$ cat src/rtl/arb_cfg_scan_rank.sv
module arb_cfg_scan_rank #(
   parameter int NPORT = 5,
   parameter int ORD_W = 3,
   parameter int IDX_W = 3
) (
   input  logic [NPORT*ORD_W-1:0] ord_i,
   input  logic                   fallback_i,
   output logic [NPORT*IDX_W-1:0] scan_o
);
   logic [ORD_W-1:0] key  [NPORT];
   logic [IDX_W-1:0] rank [NPORT];

   for (genvar p = 0; p < NPORT; p++) begin : g_key
      assign key[p] = fallback_i ? '0 : ord_i[p*ORD_W +: ORD_W];
   end

   always_comb begin
      for (int p = 0; p < NPORT; p++) begin
         int r;
         r = 0;
         for (int q = 0; q < NPORT; q++) begin
            if ((key[q] < key[p]) || ((key[q] == key[p]) && (q < p))) r = r + 1;
         end
         rank[p] = IDX_W'(r);
      end
   end

   always_comb begin
      scan_o = '0;
      for (int k = 0; k < NPORT; k++) begin
         for (int p = 0; p < NPORT; p++) begin
            if (rank[p] == IDX_W'(k)) scan_o[k*IDX_W +: IDX_W] = IDX_W'(p);
         end
      end
   end
endmodule

$ cat config.mk
export PLATFORM = sky130hd
export DESIGN_NAME = arb_cfg_scan_rank
export DESIGN_NICKNAME = d
export VERILOG_FILES = /design/src/rtl/arb_cfg_scan_rank.sv
export SDC_FILE = /design/constraint.sdc
export NUM_CORES = 1
export LEC_CHECK = 0
export BUFFER_PORTS_ARGS = -buffer_cell sky130_fd_sc_hd__buf_2
export CORE_MARGIN = 4
export CORE_UTILIZATION = 45
export DETAILED_ROUTE_END_ITERATION = 8
export GPL_ROUTABILITY_DRIVEN = 0
export PLACE_DENSITY_LB_ADDON = 0.05
export RECOVER_POWER = 25
export SYNTH_ARGS = -nofsm -noshare
export SYNTH_HDL_FRONTEND = slang
export SYNTH_SLANG_ARGS = --single-unit
$ cat constraint.sdc
create_clock -name vclk -period 18
set_input_delay 5.4 -clock vclk [all_inputs]
set_output_delay 5.4 -clock vclk [all_outputs]
set_load 0.03 [all_outputs]
==> results of run 1 <==
[routing by layer]
layer | up-vias | part of all wire, %
met5 | - | 0
met4 | 0 | 1.1
met3 | 4 | 2.6
met2 | 33 | 44
met1 | 993 | 52
li1 | 1135 | -
[worst paths after layout]
check	from	depth (start not counted)	end	slack, ns
min	ord_i[14]	5	scan_o[14]	11.61
max	fallback_i	22	scan_o[3]	2.33
[stage by stage]
step	total power [W]	util (%)	instance area (sq um)
CTS	0.0002123	50.28	2265
global placement	0.0002129	50.28	2265
global route	0.0002345	50.22	2262
floorplan	0.0001702	-	2156
finish	0.0002129	50.22	2262
detailed placement	0.0002113	50.28	2265
[worst max-delay path: stages]
cell and delay [ns]:
clkbuf_1 0.68, inv_1 0.39, nand2_1 0.21, inv_1 0.08, ha_1 0.29, nor2_1 0.19, o21ai_0 0.13, a21oi_1 0.18
o22a_1 0.14, nand2_1 0.13, inv_1 0.17, ha_1 0.41, xor2_2 0.28, inv_1 0.07, ha_1 0.27, and3_1 0.18
o211a_1 0.10, a211o_1 0.32, a22oi_2 0.18, o21ai_1 0.09, a21oi_1 0.15, buf_2 0.21
[power by group]
| group | internal, W | switching [W] | total [W] |
|---|---|---|---|
| clock | 0 | 0 | 0 |
| combinational | 0.0000765 | 0.000136 | 0.000213 |
| sequential | 0 | 0 | 0 |
[kinds of logic after synthesis]
| group | after synthesis | share of synthesized area, % |
|---|---|---|
| AND/OR/NAND/NOR | 109 | 26.58 |
| multiplexers | 5 | 2.380 |
| AO/OA/AOI/OAI | 99 | 35.64 |
| buffers and inverters | 47 | 10.50 |
| XOR/XNOR | 13 | 6.327 |
| adder cells (fa/ha/maj) | 32 | 18.57 |
[layout by cell type (no fill, tap or decap), drive strengths merged, types with 3 or more instances in the layout]
| cell type | synthesis | routed |
|---|---|---|
| inv | 30 | 30 |
| a21oi | 28 | 28 |
| and3 | 4 | 4 |
| ha | 32 | 32 |
| nand2b | 13 | 13 |
| o21a | 7 | 7 |
| nor2 | 25 | 25 |
| xor2 | 3 | 3 |
| buf | 11 | 29 |
| or3 | 4 | 4 |
| o22ai | 5 | 5 |
| o31ai | 3 | 3 |
| nor2b | 7 | 7 |
| nand3 | 8 | 8 |
| nand3b | 3 | 3 |
| mux2i | 4 | 4 |
| nor3 | 5 | 5 |
| a31oi | 5 | 5 |
| a22oi | 3 | 3 |
| o21ai | 19 | 19 |
| and2 | 4 | 4 |
| o221ai | 5 | 5 |
| xnor2 | 10 | 10 |
| o211ai | 4 | 4 |
| nand2 | 25 | 25 |
[final cells by class]
class / instances / share of cell area (%)
inverter: 30 / 5.088
timing repair buffer: 31 / 6.748
tap: 52 / 2.876
multi-input combinational: 258 / 85.29
==> impl_metrics.json, run 1 <==
{
  "seq_cells": 0,
  "synth_nets": 353,
  "grt_pass1_wl_microns": 9577,
  "synth.largest_area_cell": "ha_1",
  "cap_violations": 0,
  "slew_headroom_pct": 37.60,
  "startpoint_type": "input port",
  "regArea_sq_um": 0,
  "route.detailed.drc": 0,
  "p_leak_nw": 1.048,
  "ir_drop_mv": 0.06099,
  "io_buffers": 31,
  "met3_usage_pct": 0.2342,
  "syn_to_final_growth_pct": 4.933,
  "ys_top_cells_by_area": "ha_1, a21oi_1, inv_1",
  "fp.dieW_microns": 77.22,
  "drt_first_pass_iters": 4,
  "post-place-cells": 371,
  "die_y_microns": 77.22,
  "wl_per_cell_microns": 14.88,
  "hold-worst-slack_ns": 11.61,
  "use_met1_pct": 28.65,
  "stdcell_count": 371,
  "nNetsFinal": 369,
  "postSynthAreaPerCell_sq_um": 7.068,
  "vias_per_cell": 5.836,
  "yosysUniqueCellTypes": 75,
  "p_per_area_nw_per_um2": 94.11,
  "end_kind": "output port",
  "busiest_layer": "met2",
  "grt_use_met2_pct": 29.62,
  "antenna_left": 0,
  "rsz0062_at_grt": "no",
  "period_needed_ns": 15.67,
  "coreArea_sq_um": 4504,
  "n_antenna_cell": 0,
  "grt_max_degree": 25,
  "hold_buffers": 0,
  "cts_setup_buffers": 0,
  "synth.top_cell.area_share_pct": 18.57,
  "grt_antenna_before_repair": 0,
  "critPathRequiredTime_ns": 12.60,
  "start_util_pct": 47.86,
  "grt_pass1_vias": 1964,
  "post_cts_resize_count": 0,
  "place_ws_ns": 3.007,
  "fp-row-count": 24,
  "syn_inst": 305,
  "num_io_pins": 31,
  "wirelength_microns": 5520,
  "final_layout_size_suffix_gt1_share_pct": 18.81,
  "crit_arrival_ns": 10.27,
  "dieArea_sq_um": 5962,
  "ys_warn_count": 0,
  "min_period_over_period_pct": 87.04,
  "finalHoldViolations": 0,
  "crit_type": "input port to output port",
  "status": "complete, no violations",
  "synth_seq_area_share_pct": 0,
  "setup_viol": 0,
  "drt_iter0_drc": 109,
  "fill_cells": 475,
  "nClkBuffers": 0,
  "finalSetupTns_ns": 0,
  "slew_violations": 0,
  "syn_area_sq_um": 2156,
  "yosysMostFrequentCell": "ha_1",
  "multi_input_area_sq_um": 1929,
  "grtUsageTotal_pct": 18.63,
  "critPathMaxFanout": 24,
  "min-delay-path-class": "input port to output port",
  "max_freq_mhz": 63.82,
  "vias": 2165,
  "fin_ws_ns": 2.332,
  "synth_common_cells": "ha_1, inv_1, a21oi_1, nand2_1, nor2_1",
  "grt-ovfl-total": 0,
  "dp_hpwl_microns": 4635,
  "worstMarginPinSlew_ns": 0.9360
}
Power figures use the tool's default switching activity.
==> run 2: changes to the inputs <==
--- a/config.mk
+++ b/config.mk
@@ -5,7 +5,9 @@
 export SDC_FILE = /design/constraint.sdc
 export NUM_CORES = 1
 export LEC_CHECK = 0
+export ABC_AREA = 1
 export BUFFER_PORTS_ARGS = -buffer_cell sky130_fd_sc_hd__buf_2
+export CORE_ASPECT_RATIO = 0.9
 export CORE_MARGIN = 4
 export CORE_UTILIZATION = 45
 export DETAILED_ROUTE_END_ITERATION = 8
==> impl_metrics.json, run 2 <==
{
  "status": "complete, no violations",
  "num_io_pins": 31,
  "yosys.area_share.simple_pct": 53.35,
  "wirelength_microns": 4743,
  "drt_first_pass_iters": 4,
  "path_common_cell": "inv_1",
  "power.internal_w": 0.00005152,
  "min_from": "ord_i[14]",
  "cts_setup_buffers": 0,
  "synth_nets": 364,
  "slew_violations": 0,
  "io_buffers": 31,
  "synthAdderAreaFrac_pct": 22.58,
  "drt_iter0_drc": 100,
  "antenna_left": 0,
  "nClkBuffers": 0,
  "dieArea_sq_um": 5009,
  "yosys.area_share.xor_xnor_pct": 1.905,
  "ir_drop_mv": 0.04183,
  "grt_max_degree": 16,
  "min_period_over_period_pct": 83.45,
  "synth_seq_area_share_pct": 0,
  "n_antenna_cell": 0,
  "fill_cells": 425,
  "wl_per_cell_microns": 12.13,
  "coreArea_sq_um": 3757,
  "post_cts_resize_count": 0,
  "syn_area_sq_um": 1773,
  "vias": 2043,
  "slowest_stage": "clkinvlp_2",
  "grt_pass1_vias": 1814,
  "ys_warn_count": 0,
  "postSynthAreaPerCell_sq_um": 5.611,
  "yosysMostFrequentCell": "nand2_1",
  "cp_num_buf_inv": 7,
  "p_per_area_nw_per_um2": 84.64,
  "vias_per_cell": 5.225,
  "swShare_pct": 68.93,
  "p_seq_share_pct": 0,
  "startpoint_type": "input port",
  "critPathTopFamily": "buffers and inverters",
  "syn_inst": 316,
  "period_needed_ns": 15.02,
  "crit_arrival_ns": 9.62,
  "fin_util_pct": 52.15,
  "finalHoldViolations": 0,
  "yosysUniqueCellTypes": 32,
  "final_common_cell": "nand2_1",
  "setup_viol": 0,
  "route.detailed.drc": 0,
  "die_y_microns": 67.55,
  "synth_common_cells": "nand2_1, inv_1, nand3_1, ha_1, nor2_1",
  "slew_headroom_pct": 62.17,
  "p_clk_share_pct": 0,
  "critPathMaxFanout": 15,
  "hold_buffers": 0,
  "syn_to_final_growth_pct": 10.52,
  "seq_cells": 0,
  "fp.dieW_microns": 74.17,
  "grt_antenna_before_repair": 0,
  "worstHoldEndpoint": "scan_o[14]",
  "final_layout_size_suffix_gt1_share_pct": 18.84,
  "synth_top_family_by_area": "simple AND/OR/NAND/NOR gates",
  "synthMuxAreaShare_pct": 0,
  "slowest_delay_ns": 0.53,
  "power_switching_w": 0.0001143,
  "fp-row-count": 21,
  "grtUsageTotal_pct": 19.84,
  "critPathRequiredTime_ns": 12.60,
  "start_util_pct": 47.19,
  "cap_violations": 0,
  "nNetsFinal": 395,
  "regArea_sq_um": 0,
  "hold_depth": 7,
  "synth.top_cell.area_share_pct": 22.58,
  "mostFrequentLayoutCells": "nand2_1, inv_1, nand3_1, ha_1, buf_2",
  "crit_type": "input port to output port",
  "max_freq_mhz": 66.57,
  "worstMarginPinSlew_ns": 0.5643,
  "end_kind": "output port",
  "ys_top_cells_by_area": "ha_1, nand2_1, nand3_1",
  "crit_chain": "buf_2 > clkinvlp_2 > nand2_1 > inv_1 > ha_1 > nor2_1 > o22ai_1 > inv_1 > a22oi_1 > inv_1 > ha_1 > inv_1 > nand3_1 > nand2_1 > ha_1 > or2_2 > nand2_1 > nand3_1 > a21oi_1 > buf_2",
  "pwr-share-comb_pct": 100.0,
  "grt_pass1_wl_microns": 8079,
  "p_leak_nw": 1.184,
  "synth.largest_area_cell": "ha_1",
  "rsz0062_at_grt": "no",
  "dp_hpwl_microns": 4139,
  "finalSetupTns_ns": 0,
  "grt-ovfl-total": 0,
  "min-delay-path-class": "input port to output port",
  "synth_compound_area_share_pct": 8.257
}
run 2: how the worst max path moves through the flow:
| stage | startpoint | to | slack, ns | cells after the start |
|---|---|---|---|---|
| 3_5_place_dp | fallback_i | scan_o[4] | 3.59 | 20 |
| 4_1_cts | fallback_i | scan_o[4] | 3.58 | 20 |
| 2_1_floorplan | fallback_i | scan_o[1] | 3.98 | 20 |
| 3_3_place_gp | fallback_i | scan_o[1] | 3.70 | 20 |
| 6_report | fallback_i | scan_o[1] | 2.98 | 20 |
| 5_1_grt | fallback_i | scan_o[4] | 2.63 | 20 |
run 2: logic make-up after synthesis:
kind of cell / count (synthesis)
XOR/XNOR: 3
adder cells (fa/ha/maj): 32
AND/OR/NAND/NOR: 195
AO/OA/AOI/OAI: 25
buffers and inverters: 61
run 2: final cells by class:
cell class	instances	area, sq um	area share, %
Inverter	59	222.7	11.37
Multi-Input combinational cell	255	1526	77.91
Tap cell	46	57.56	2.937
Timing Repair Buffer	31	152.6	7.791
run 2: power groups by stage:
stage	clock network, W	registers (W)	logic, W
6_report	0	0	0.000166
5_1_grt	0	0	0.000186
3_5_place_dp	0	0	0.000166
4_1_cts	0	0	0.000166
2_1_floorplan	0	0	0.000128
3_3_place_gp	0	0	0.000165
run 2: routing by layer:
layer	up-vias	share of wire, %	GRT usage (%)
met4	0	0	0.4525
met1	922	52	30.01
li1	1077	-	-
met5	-	0	0
met3	0	4.0	0
met2	44	44	33.19
run 2: stage by stage:
step	cell area [sq um]	hold WS [ns]	worst slack (ns)	instances	power, W
2_1_floorplan	1773	11.24	3.980	316	0.0001284
3_3_place_gp	1963	11.52	3.696	391	0.0001646
3_5_place_dp	1963	11.52	3.593	391	0.0001657
4_1_cts	1963	11.52	3.577	391	0.0001661
5_1_grt	1959	11.63	2.627	391	0.0001861
6_report	1959	11.57	2.979	391	0.0001659
